--- src/rtl/arith_flag_pkg.sv ---
package arith_flag_pkg;
   typedef enum logic {
      OP_ADD = 1'b0,
      OP_SUB = 1'b1
   } arith_op_e;

   localparam int unsigned SIZE_CODE_W = 2;
   localparam int unsigned NUM_SIZES   = 1 << SIZE_CODE_W;
   localparam int unsigned BASE_BITS   = 8;

   function automatic int unsigned width_of_code(input int unsigned code);
      return BASE_BITS << code;
   endfunction
endpackage

--- src/rtl/width_mask.sv ---
module width_mask #(
   parameter int unsigned DATA_W = 64
) (
   input  logic [arith_flag_pkg::SIZE_CODE_W-1:0] size_i,
   output logic [DATA_W-1:0]                      mask_o,
   output logic [DATA_W-1:0]                      msb_o
);
   import arith_flag_pkg::*;

   initial begin
      if (DATA_W < BASE_BITS || (DATA_W % BASE_BITS) != 0)
         $error("width_mask: DATA_W must be a multiple of %0d", BASE_BITS);
   end

   logic [DATA_W-1:0] masks [NUM_SIZES];

   for (genvar k = 0; k < NUM_SIZES; k++) begin : g_size
      localparam int unsigned RAW_W  = width_of_code(k);
      localparam int unsigned LANE_W = (RAW_W > DATA_W) ? DATA_W : RAW_W;
      if (LANE_W == DATA_W) begin : g_full
         assign masks[k] = '1;
      end else begin : g_part
         assign masks[k] = {{(DATA_W-LANE_W){1'b0}}, {LANE_W{1'b1}}};
      end
   end

   always_comb begin
      mask_o = masks[size_i];
      msb_o  = mask_o ^ (mask_o >> 1);
   end
endmodule

--- src/rtl/sized_adder.sv ---
module sized_adder #(
   parameter int unsigned DATA_W = 64
) (
   input  logic              sub_i,
   input  logic [DATA_W-1:0] a_i,
   input  logic [DATA_W-1:0] b_i,
   input  logic [DATA_W-1:0] mask_i,
   input  logic [DATA_W-1:0] msb_i,
   output logic [DATA_W-1:0] sum_o,
   output logic              carry_o,
   output logic              ovf_o
);
   logic [DATA_W-1:0] b_eff;
   logic [DATA_W:0]   wide;
   logic              sign_a, sign_b, sign_r, cout;

   always_comb begin
      b_eff   = sub_i ? ~b_i : b_i;
      wide    = {1'b0, a_i & mask_i} + {1'b0, b_eff & mask_i}
              + {{DATA_W{1'b0}}, sub_i};
      sum_o   = wide[DATA_W-1:0];
      cout    = |(wide[DATA_W:1] & msb_i);
      sign_a  = |(a_i & msb_i);
      sign_b  = |(b_eff & msb_i);
      sign_r  = |(sum_o & msb_i);
      carry_o = cout ^ sub_i;
      ovf_o   = (sign_a == sign_b) && (sign_r != sign_a);
   end
endmodule

--- src/rtl/flag_word_reg.sv ---
module flag_word_reg #(
   parameter int unsigned FLAG_W = 64,
   parameter int unsigned CF_BIT = 0,
   parameter int unsigned OF_BIT = 11
) (
   input  logic              clk,
   input  logic              rst_n,
   input  logic              load_i,
   input  logic              carry_i,
   input  logic              ovf_i,
   output logic [FLAG_W-1:0] flags_o
);
   initial begin
      if (CF_BIT == OF_BIT || CF_BIT >= FLAG_W || OF_BIT >= FLAG_W)
         $error("flag_word_reg: flag positions invalid");
   end

   logic [FLAG_W-1:0] next_flags;

   for (genvar i = 0; i < FLAG_W; i++) begin : g_bit
      if (i == CF_BIT) begin : g_cf
         assign next_flags[i] = carry_i;
      end else if (i == OF_BIT) begin : g_of
         assign next_flags[i] = ovf_i;
      end else begin : g_keep
         assign next_flags[i] = flags_o[i];
      end
   end

   always_ff @(posedge clk or negedge rst_n) begin
      if (!rst_n)      flags_o <= '0;
      else if (load_i) flags_o <= next_flags;
   end
endmodule

--- src/rtl/sized_addsub_flags.sv ---
module sized_addsub_flags #(
   parameter int unsigned DATA_W = 64,
   parameter int unsigned FLAG_W = 64,
   parameter int unsigned CF_BIT = 0,
   parameter int unsigned OF_BIT = 11
) (
   input  logic                                   clk,
   input  logic                                   rst_n,
   input  logic                                   valid_i,
   input  logic                                   op_i,
   input  logic [arith_flag_pkg::SIZE_CODE_W-1:0] size_i,
   input  logic [DATA_W-1:0]                      dst_i,
   input  logic [DATA_W-1:0]                      src_i,
   output logic [DATA_W-1:0]                      result_o,
   output logic [FLAG_W-1:0]                      flags_o
);
   import arith_flag_pkg::*;

   localparam logic [FLAG_W-1:0] KEEP_MASK =
      ~((FLAG_W'(1) << CF_BIT) | (FLAG_W'(1) << OF_BIT));

   initial begin
      if (DATA_W <= BASE_BITS)
         $error("sized_addsub_flags: DATA_W must exceed %0d", BASE_BITS);
   end

   logic [DATA_W-1:0] lane_mask, lane_msb, raw_sum;
   logic              carry, ovf;

   width_mask #(.DATA_W(DATA_W)) u_mask (
      .size_i (size_i),
      .mask_o (lane_mask),
      .msb_o  (lane_msb)
   );

   sized_adder #(.DATA_W(DATA_W)) u_add (
      .sub_i   (op_i == OP_SUB),
      .a_i     (dst_i),
      .b_i     (src_i),
      .mask_i  (lane_mask),
      .msb_i   (lane_msb),
      .sum_o   (raw_sum),
      .carry_o (carry),
      .ovf_o   (ovf)
   );

   assign result_o = (raw_sum & lane_mask) | (dst_i & ~lane_mask);

   flag_word_reg #(.FLAG_W(FLAG_W), .CF_BIT(CF_BIT), .OF_BIT(OF_BIT)) u_flags (
      .clk     (clk),
      .rst_n   (rst_n),
      .load_i  (valid_i),
      .carry_i (carry),
      .ovf_i   (ovf),
      .flags_o (flags_o)
   );

   always_comb begin
      if (size_i == '0)
         AST_UPPER_KEEP: assert (result_o[DATA_W-1:BASE_BITS] == dst_i[DATA_W-1:BASE_BITS]);
      if (size_i == '1 && op_i == OP_ADD)
         AST_ADD_FULL: assert (result_o == dst_i + src_i);
   end

   AST_FLAG_HOLD: assert property (@(posedge clk) disable iff (!rst_n)
      !valid_i |=> $stable(flags_o));

   AST_FLAG_PASS: assert property (@(posedge clk) disable iff (!rst_n)
      valid_i |=> ((flags_o & KEEP_MASK) == ($past(flags_o) & KEEP_MASK)));

   AST_BORROW_FULL: assert property (@(posedge clk) disable iff (!rst_n)
      (valid_i && op_i == OP_SUB && size_i == '1)
      |=> (flags_o[CF_BIT] == ($past(src_i) > $past(dst_i))));
endmodule

--- config.mk ---
export PLATFORM = sky130hd
export DESIGN_NAME = sized_addsub_flags
export DESIGN_NICKNAME = d
export VERILOG_FILES = /design/src/rtl/arith_flag_pkg.sv /design/src/rtl/width_mask.sv /design/src/rtl/sized_adder.sv /design/src/rtl/flag_word_reg.sv /design/src/rtl/sized_addsub_flags.sv
export SDC_FILE = /design/constraint.sdc
export NUM_CORES = 1
export LEC_CHECK = 0
export ABC_AREA = 1
export BUFFER_PORTS_ARGS = -buffer_cell sky130_fd_sc_hd__buf_2
export CAP_MARGIN = 20
export CORE_MARGIN = 3
export CORE_UTILIZATION = 25
export CTS_BUF_LIST = sky130_fd_sc_hd__clkbuf_4 sky130_fd_sc_hd__clkbuf_8 sky130_fd_sc_hd__clkbuf_16
export CTS_CLUSTER_SIZE = 40
export DETAILED_ROUTE_END_ITERATION = 8
export GPL_ROUTABILITY_DRIVEN = 0
export PLACE_DENSITY = 0.55
export SETUP_SLACK_MARGIN = 0.1
export SLEW_MARGIN = 20
export SYNTH_ARGS = -nofsm -noshare
export SYNTH_HDL_FRONTEND = slang
export SYNTH_SLANG_ARGS = --single-unit
--- constraint.sdc ---
create_clock -name clk -period 2.7 [get_ports clk]
set_input_delay 0 -clock clk [delete_from_list [all_inputs] [get_ports clk]]
set_output_delay 0 -clock clk [all_outputs]
set_load 0.05 [all_outputs]
==> impl_metrics.ini, run 1 <==
[status]
outcome = complete, no violations

[synthesis]
ys_seq_area_share_pct = 0.688
postSynthCellCount = 1372
avgSynthCellArea_um2 = 5.30
ys.warnings.count = 0
syn_area_um2 = 7270
yosysUniqueCellTypes = 48
ys_ff_latch = 2
ys.flop_type = dfrtp_1
netlist.area_leader.share_pct = 15.2
synthArstFlopShare_pct = 100
netlist_top_cells_area = nand2_1 (15%), nor2_1 (12%), ha_1 (11%)
synth-edff-count = 0
yosys-top-cells-count = nand2_1 (295), nor2_1 (228), inv_1 (177)
yosysMostFrequentCell = nand2_1
yosysTopAreaCell = nand2_1

[grt]
track_usage_pct = 19.0
grt_pass1_wl_um = 48100
grt_max_degree = 51
overflow = 0
antenna_found_initial = 2
grt_pass1_vias = 9381

[critical_path]
r2r_end = u_flags.flags_o[11]
critical_path_required_ns = 2.70
r2r-start = u_flags.flags_o[11]
arrival_ns = 2.65
crit_start = op_i
cp_max_fo = 8
r2r_cells = 2
r2r_slack_ns = 2.09
end_kind = primary output
crit_type = input port to primary output
critPathLaunchType = input port

[timing]
period_needed_ns = 2.65
fmax_mhz = 378
max_slew_margin_pct = 48.1
fin_crit_sh_pct = 98.1
rsz0062_at_grt = true
setup_violations = 0
skew_ns = 0
report.final.slew_viol_count = 0
hold_viol_final = 0
worst-slew-pin-transition_ns = 0.779
holdWs_ns = 0.105
tns_ns = 0

[detailed_routing]
ant_nets = 0
dr.pass1.iters = 7
routed_wl_um = 32600
route.detailed.drc = 0
avgRoutedWirePerCell_um = 15.1
vias = 9994
drt_iter0_markers = 497
viasPerCell = 4.64

[worst_hold_path]
whs_endpoint = u_flags.flags_o[0]
hold_path_depth = 4
hold_path.class = input port to flop
worstHoldStart = valid_i

[floorplan]
die_y_um = 177
rows = 61
core_area_um2 = 28200
dieWidth_um = 177
dieArea_um2 = 31200
ioPinCount = 262
start_util_pct = 25.8

[cts]
cts_root_buf = clkbuf_16
cts.htree.levels = 1
clk_latency_ns = 0.22
numCtsBuffers = 3
cts.sink_count = 2
clock_path_buffers = 2
cts.clk_slew.worst_paths_ns = 0.03
cts_tree = done

[pwr]
switching_share_pct = 58.6
p_clk_share_pct = 6.7
switching_power_mw = 1.93
p_int_mw = 1.36
p_per_area_nw_per_um2 = 269
comb_power_share_pct = 92.1
ir_drop_mv = 0.132
p_leak_nw = 5.96
pwr-share-seq_pct = 1.2

[final_layout]
largest_reg_flops = 2
layout-drive-gt1-share_pct = 44.3
area_growth_pct = 68.5
top_regs = u_flags.flags_o: 2 flops
nets = 1976
n_antenna_cell = 0
top_register = u_flags.flags_o
fin_area_um2 = 12300

[job]
drv_cap = 0

[place]
place_hpwl_um = 26400
port_buffers = 199
placed_cell_area_um2 = 10100
per-layer routing:
| metal | vias up | wire length (um) | share of wire, % | track usage (%) |
|---|---|---|---|---|
| met3 | 38 | 1960 | 6.0 | 1.91 |
| met1 | 4551 | 14800 | 45 | 26.3 |
| met5 | - | 22 | 0.067 | 0 |
| li1 | 5078 | - | - | - |
| met4 | 4 | 505 | 1.5 | 3.34 |
| met2 | 323 | 15400 | 47 | 32.3 |
placed cells by master, fill, tap and decap left out, types with 42 or more instances in the layout:
cell	count
nand2_2	55
ha_1	42
nand3_1	59
nor2_1	169
nor2_2	53
nand2_1	249
conb_1	62
xnor2_1	69
buf_2	155
inv_1	166
buf_4	214
stage by stage:
stage / power [mW] / setup WS (ns) / util, % / cells
floorplan: 1.78 / -0.135 / - / 1433
global placement: 2.53 / -0.194 / 35.8 / 2101
CTS: 2.99 / 0.0680 / 39.1 / 2129
detailed placement: 2.54 / -0.185 / 35.8 / 2101
global route: 3.49 / -0.0451 / 43.4 / 2154
finish: 3.29 / 0.0520 / 43.4 / 2154
cell families after synthesis:
kind of cell	synth area share, %
buf+inv	18.4
simple gates	40.8
xor+xnor	11.3
other cells	0.0516
compound gates	17.7
flops	0.688
fa+ha+maj	11.1
area by class of cell:
| type | count | area, um2 |
|---|---|---|
| inverter | 197 | 739 |
| tap | 378 | 473 |
| fill | 3075 | 16000 |
| timing repair buffer | 433 | 3410 |
| sequential | 2 | 50.0 |
| multi-input combinational | 1141 | 7510 |
| clock buffer | 3 | 75.1 |
worst max-delay path, stage by stage:
cell      delay (ns)
buf_12          0.14
buf_12          0.15
buf_4           0.13
xnor2_1         0.11
nor2_1          0.16
ha_4            0.25
a21oi_2         0.29
o21bai_2        0.16
nor2_4          0.16
nor2_2          0.05
buf_4           0.13
o21ai_1         0.14
nand3_2         0.16
or2_1           0.24
nand3_1         0.07
o21ai_1         0.10
buf_6           0.19
worst max-delay path by stage:
| stage | endpoint | slack (ns) | cells after the start |
|---|---|---|---|
| after floorplan | result_o[40] | -0.14 | 15 |
| after global placement | result_o[54] | -0.19 | 16 |
| after detailed placement | result_o[53] | -0.18 | 18 |
| after CTS | result_o[45] | 0.07 | 17 |
| after global routing | result_o[41] | -0.05 | 17 |
| final | result_o[41] | 0.05 | 17 |
power groups by stage:
stage | logic [mW] | registers (mW) | clock network (mW)
after global placement | 2.49 | 0.0394 | 0
after global routing | 3.22 | 0.0405 | 0.227
after CTS | 2.72 | 0.0400 | 0.224
final | 3.03 | 0.0400 | 0.221
after floorplan | 1.72 | 0.0626 | 0
after detailed placement | 2.50 | 0.0402 | 0
what timing repair did:
action | in CTS | in global routing
cloned | 7 | 1
setup buffers | 17 | 24
setup endpoints to repair | 44 | 47
hold buffers | 1 | 0
hold endpoints to repair | 2 | 0
pin swaps | 44 | 117
resized for setup | 141 | 262
(Power assumes the default switching activity.)
==> run 2, diff against run 1 <==
CAP_MARGIN = 40   (was 20)
CORE_MARGIN = 5   (was 3)
==> run 2 against run 1 <==
Against the previous run: routed wire length grew 2.2%; highest routed layer unchanged; die area grew 4.6%; sequential cell count is the same; hold slack lost 0.023 ns.
==> impl_metrics.ini, run 2 (synthesized netlist as in run 1, its figures left out) <==
[timing]
max_slew_margin_pct = 49.1
report.final.slew_viol_count = 0
layout_setup_ws_ns = 0.106
period_needed_ns = 2.59
tns_ns = 0
fin_crit_sh_pct = 96.1
worst-slew-pin-transition_ns = 0.764
skew_ns = 0
setup_violations = 0
fmax_mhz = 386
hold_viol_final = 0
holdWs_ns = 0.0821
rsz0062_at_grt = true

[cts]
numCtsBuffers = 3
cts.clk_slew.worst_paths_ns = 0.03
cts_tree = done
cts.htree.levels = 1
clock_path_buffers = 2
cts_root_buf = clkbuf_16
cts.sink_count = 2
clk_latency_ns = 0.22

[critical_path]
critPathLaunchType = input port
critPathCapture = result_o[45]
cpMostUsedCell = buf_12
r2r_slack_ns = 2.09
crit_start = op_i
crit_family = simple AND/OR/NAND/NOR gates
crit_cells = 15
r2r-start = u_flags.flags_o[11]
critPathMaxStageDelay_ns = 0.34
crit_type = input port to primary output
arrival_ns = 2.59
path_cells = buf_16, buf_12, xnor2_1, nor2_1, ha_2, inv_1, o21bai_1, nor2_2, nand2_1, o21bai_4, nand3b_1, or2_1, nand3_2, o21ai_2, buf_12
r2r_end = u_flags.flags_o[11]
r2r_cells = 2
cp_max_fo = 8
crit_slowest_cell = ha_2
critical_path_required_ns = 2.70
crit_buf_inv = 4
end_kind = primary output

[detailed_routing]
wl_met3_um = 1860
topRoutingLayerUsed = met5
avgRoutedWirePerCell_um = 15.5
route.detailed.drc = 0
routed_wl_um = 33400
dr.pass1.iters = 5
viasPerCell = 4.68
ant_nets = 0
wl_met1_um = 14900
dr_wl_met2_um = 15800
drt_iter0_markers = 560
vias = 10000

[grt]
antenna_found_initial = 1
grt_pass1_wl_um = 48300
grt_max_degree = 51
grt_pass1_vias = 9526
overflow = 0
track_usage_pct = 17.7

[final_layout]
area_growth_pct = 68.8
nets = 1962
multi_input_area_um2 = 7680
post-route-util_pct = 42.8
top_regs = u_flags.flags_o: 2 flops
layout-drive-gt1-share_pct = 45.3
final_cell_mix = nand2_1 (240), buf_4 (196), nor2_1 (174)
layout_commonest_cell = nand2_1
largest_reg_flops = 2
fin_area_um2 = 12300
fill_cells = 3051
top_register = u_flags.flags_o
seq_area_um2 = 50.0

[pwr]
p_per_area_nw_per_um2 = 266
ir_drop_mv = 0.125
p_clk_share_pct = 6.9
comb_power_share_pct = 91.9
switching_power_mw = 1.92
p_int_mw = 1.35
p_leak_nw = 5.90
switching_share_pct = 58.8
pwr-share-seq_pct = 1.2

[status]
outcome = complete, no violations

[place]
place_ws_ns = -0.140
placed_cell_area_um2 = 10100
place_hpwl_um = 26800
port_buffers = 199

[floorplan]
dieWidth_um = 181
die_y_um = 181
start_util_pct = 25.3
dieArea_um2 = 32600
ioPinCount = 262
rows = 62
core_area_um2 = 28700

[worst_hold_path]
hold_path.class = input port to flop

[job]
drv_cap = 0
[run 2: cell count changes in the layout (fill, tap and decap cells not counted), sizes merged]
cell    delta
bufbuf     -1
diode      +1
buf       -15
clkbuf     +2
[run 2: metal layers]
layer / vias up / global-route usage (%)
met5: - / 0
met4: 2 / 3.33
met3: 52 / 2.18
met2: 324 / 30.5
met1: 4632 / 23.9
li1: 5039 / -
[run 2: timing repair]
item | 4_1_cts | 5_1_grt
endpoints found under the hold margin | 2 | 0
gates resized for setup | 76 | 350
gates cloned | 1 | 7
setup buffers | 2 | 37
pin swaps | 6 | 125
endpoints found under the setup margin | 36 | 49
hold buffers | 1 | 0
[run 2: power groups by stage]
stage / clock network, mW / logic (mW) / registers (mW)
after CTS: 0.230 / 2.60 / 0.0399
after global placement: 0 / 2.51 / 0.0398
after global routing: 0.233 / 3.20 / 0.0401
after detailed placement: 0 / 2.52 / 0.0402
after floorplan: 0 / 1.72 / 0.0626
final: 0.226 / 3.00 / 0.0397
[run 2: worst min-delay path by stage]
| stage | start | depth (start not counted) | to |
|---|---|---|---|
| 2_1_floorplan | rst_n | 0 | u_flags.flags_o[0] |
| 3_3_place_gp | rst_n | 1 | u_flags.flags_o[11] |
| 3_5_place_dp | rst_n | 1 | u_flags.flags_o[11] |
| 4_1_cts | valid_i | 4 | u_flags.flags_o[0] |
| 5_1_grt | valid_i | 3 | u_flags.flags_o[0] |
| 6_report | valid_i | 4 | u_flags.flags_o[0] |
[run 2: per-stage QoR]
step                      power, mW  instances
after floorplan                1.78       1433
after global placement         2.55       2095
after detailed placement       2.56       2095
after CTS                      2.87       2102
after global routing           3.47       2146
final                          3.27       2147
[run 2: area by class of cell]
| type | count | area share [%] |
|---|---|---|
| Antenna cell | 1 | 0.0204 |
| Multi-Input combinational cell | 1141 | 62.5 |
| Inverter | 197 | 6.02 |
| Timing Repair Buffer | 419 | 26.5 |
| Tap cell | 384 | 3.91 |
| Sequential cell | 2 | 0.408 |
| Clock buffer | 3 | 0.611 |
[run 2: worst reg2reg max path: cells and delay by family (launching register included)]
family | cells | cell delay [ns]
simple gates | 2 | 0.12
flops | 1 | 0.37
==> run 3, diff against run 2 <==
ABC_AREA = 0   (was 1)
PLACE_DENSITY = 0.56   (was 0.55)
==> run 3 against run 2 <==
Against the previous run: the flow now finishes with violations (negative setup slack); global-route usage increased by 0.29 points; maximum frequency decreased by 19%; cell count decreased by 15%; hold slack improved by 0.037 ns; critical path depth increased by 5; synthesized cell count decreased by 28%; sequential cell count unchanged; largest cell class unchanged.
==> impl_metrics.ini, run 3 <==
[status]
outcome = complete, but fails checks
violations = negative setup slack

[synthesis]
yosysTopAreaCell = ha_1
netlist_top_cells_area = ha_1 (12%), xnor2_1 (10%), buf_4 (7.0%)
synth-edff-count = 0
postSynthCellCount = 986
synthArstFlopShare_pct = 100
ys_seq_area_share_pct = 0.758
netlist.area_leader.share_pct = 11.9
yosysMostFrequentCell = nand2_1
ys.flop_type = dfrtp_1
ys_ff_latch = 2
yosys-top-cells-count = nand2_1 (98), nor2_1 (79), xnor2_1 (78)
ys.warnings.count = 0
yosysUniqueCellTypes = 83
syn_area_um2 = 6600
avgSynthCellArea_um2 = 6.70

[final_layout]
fill_cells = 2371
multi_input_area_um2 = 8000
top_regs = u_flags.flags_o: 2 flops
layout-drive-gt1-share_pct = 57.0
nets = 1697
area_growth_pct = 102
seq_area_um2 = 50.0
top_register = u_flags.flags_o
largest_reg_flops = 2
fin_area_um2 = 13300
layout_commonest_cell = buf_4
final_cell_mix = buf_4 (309), buf_2 (145), nand2_1 (81)
post-route-util_pct = 51.2

[pwr]
p_leak_nw = 6.41
p_int_mw = 1.79
p_clk_share_pct = 5.9
pwr-share-seq_pct = 1.0
ir_drop_mv = 0.233
switching_power_mw = 2.04
switching_share_pct = 53.3
p_per_area_nw_per_um2 = 287
comb_power_share_pct = 93.0

[timing]
fin_crit_sh_pct = 119
hold_viol_final = 0
setup_violations = 47
fmax_mhz = 310
skew_ns = 0
rsz0062_at_grt = true
report.final.slew_viol_count = 0
layout_setup_ws_ns = -0.521
period_needed_ns = 3.22

[cts]
cts.clk_slew.worst_paths_ns = 0.03
cts_root_buf = clkbuf_16
cts_tree = done
cts.sink_count = 2
clk_latency_ns = 0.22
clock_path_buffers = 2
numCtsBuffers = 3
cts.htree.levels = 1

[critical_path]
r2r_end = u_flags.flags_o[11]
r2r_cells = 2
critPathLaunchType = input port
end_kind = primary output
cp_max_fo = 5
critPathCapture = result_o[55]
critPathMaxStageDelay_ns = 0.34
critical_path_required_ns = 2.70
crit_slowest_cell = o31ai_4
path_cells = buf_12, nor2_4, buf_6, buf_4, nor2b_1, ha_1, buf_6, nand4_1, nor3_2, a21oi_4, buf_6, o221ai_4, o21ai_4, buf_12, o31ai_4, a21oi_4, o21ai_2, xnor2_2, o21ai_4, buf_6
arrival_ns = 3.22
r2r-start = u_flags.flags_o[11]
cpMostUsedCell = buf_6
r2r_slack_ns = 2.05
crit_start = size_i[1]
crit_type = input port to primary output

[detailed_routing]
avgRoutedWirePerCell_um = 16.3
ant_nets = 0
route.detailed.drc = 0
viasPerCell = 4.84
dr.pass1.iters = 5
drt_iter0_markers = 354
vias = 8878
routed_wl_um = 30000

[floorplan]
die_y_um = 173
dieWidth_um = 173
core_area_um2 = 26100
ioPinCount = 262
start_util_pct = 25.3
dieArea_um2 = 29800
rows = 59

[place]
placed_cell_area_um2 = 10500
place_hpwl_um = 22400
port_buffers = 199

[grt]
grt_pass1_wl_um = 45700
grt_pass1_vias = 9059
antenna_found_initial = 2
grt_max_degree = 21
overflow = 0
track_usage_pct = 18.0

[worst_hold_path]
hold_path.class = input port to asynchronous set/reset pin

[job]
drv_cap = 0
run 3: changes by cell type in the layout (fill, tap and decap cells not counted), sizes merged, moves of 28 or more:
cell | before | now
a21o | 5 | 33
and2 | 2 | 37
and3 | 1 | 38
buf | 413 | 568
inv | 197 | 19
nand2 | 314 | 99
nand3 | 85 | 20
nor2 | 241 | 80
o21ai | 103 | 70
run 3: layout make-up:
class | instances | share of cell area (%)
well taps | 335 | 3.14
inverters | 19 | 0.535
multi-input cells | 901 | 60.0
flip-flops and latches | 2 | 0.375
clock buffers | 3 | 0.563
diodes | 2 | 0.0375
repair buffers | 572 | 35.4
run 3: worst max-delay path, delay by kind of cell:
kind                     cells  cell delay (ns)
AND/OR/NAND/NOR              4             0.67
buffers and inverters        7             0.93
adder cells (fa/ha/maj)      1             0.32
AO/OA/AOI/OAI                7             1.20
XOR/XNOR                     1             0.09
run 3: what timing repair did:
action                                  in CTS  in global routing
endpoints found under the hold margin        2                  0
pin swaps                                  103                 61
endpoints found under the setup margin      55                 54
hold buffers                                 1                  0
gates resized for setup                    290                136
cloned                                       6                  0
setup buffers                               54                 29
run 3: cell families (layout without fill, tap and decap cells):
kind of cell	Yosys count	count (layout)	synth area share, %
adder cells (fa/ha/maj)	64	64	12.2
AND/OR/NAND/NOR	358	358	27.9
multiplexers	19	19	3.41
other	1	64	0.0568
flip-flops	2	2	0.758
buffers and inverters	144	594	12.1
AO/OA/AOI/OAI	277	277	27.5
XOR/XNOR	121	121	16.0
run 3: power groups by stage:
stage	Clock, mW	Combinational [mW]	Sequential (mW)
finish	0.228	3.56	0.0396
global route	0.232	3.76	0.0409
CTS	0.232	3.29	0.0398
detailed placement	0	2.81	0.0401
global placement	0	2.79	0.0396
floorplan	0	1.93	0.0612
run 3: metrics by stage:
step	setup slack (ns)	hold WS (ns)	cells	total power [mW]	setup TNS (ns)
floorplan	-0.409	-0.296	1047	1.99	-4.21
global placement	-0.852	-0.214	1747	2.83	-27.15
detailed placement	-0.867	-0.213	1747	2.85	-28.43
CTS	-0.434	0.123	1807	3.56	-10.29
global route	-0.606	0.151	1834	4.03	-21.01
finish	-0.521	0.119	1834	3.83	-15.15
run 3: layer usage:
layer  vias up  track usage (%)  share of wire, %
met1      4165             22.6                41
li1       4402                -                 -
met3        59             1.87               4.4
met4         0             5.08               3.2
met2       252             32.3                51
met5         -                0                 0
run 3: worst min path at each step:
stage	end	depth (start not counted)
after floorplan	u_flags.flags_o[0]	0
after global placement	u_flags.flags_o[11]	1
after detailed placement	u_flags.flags_o[0]	1
after CTS	u_flags.flags_o[11]	3
after global routing	u_flags.flags_o[0]	2
final	u_flags.flags_o[0]	2
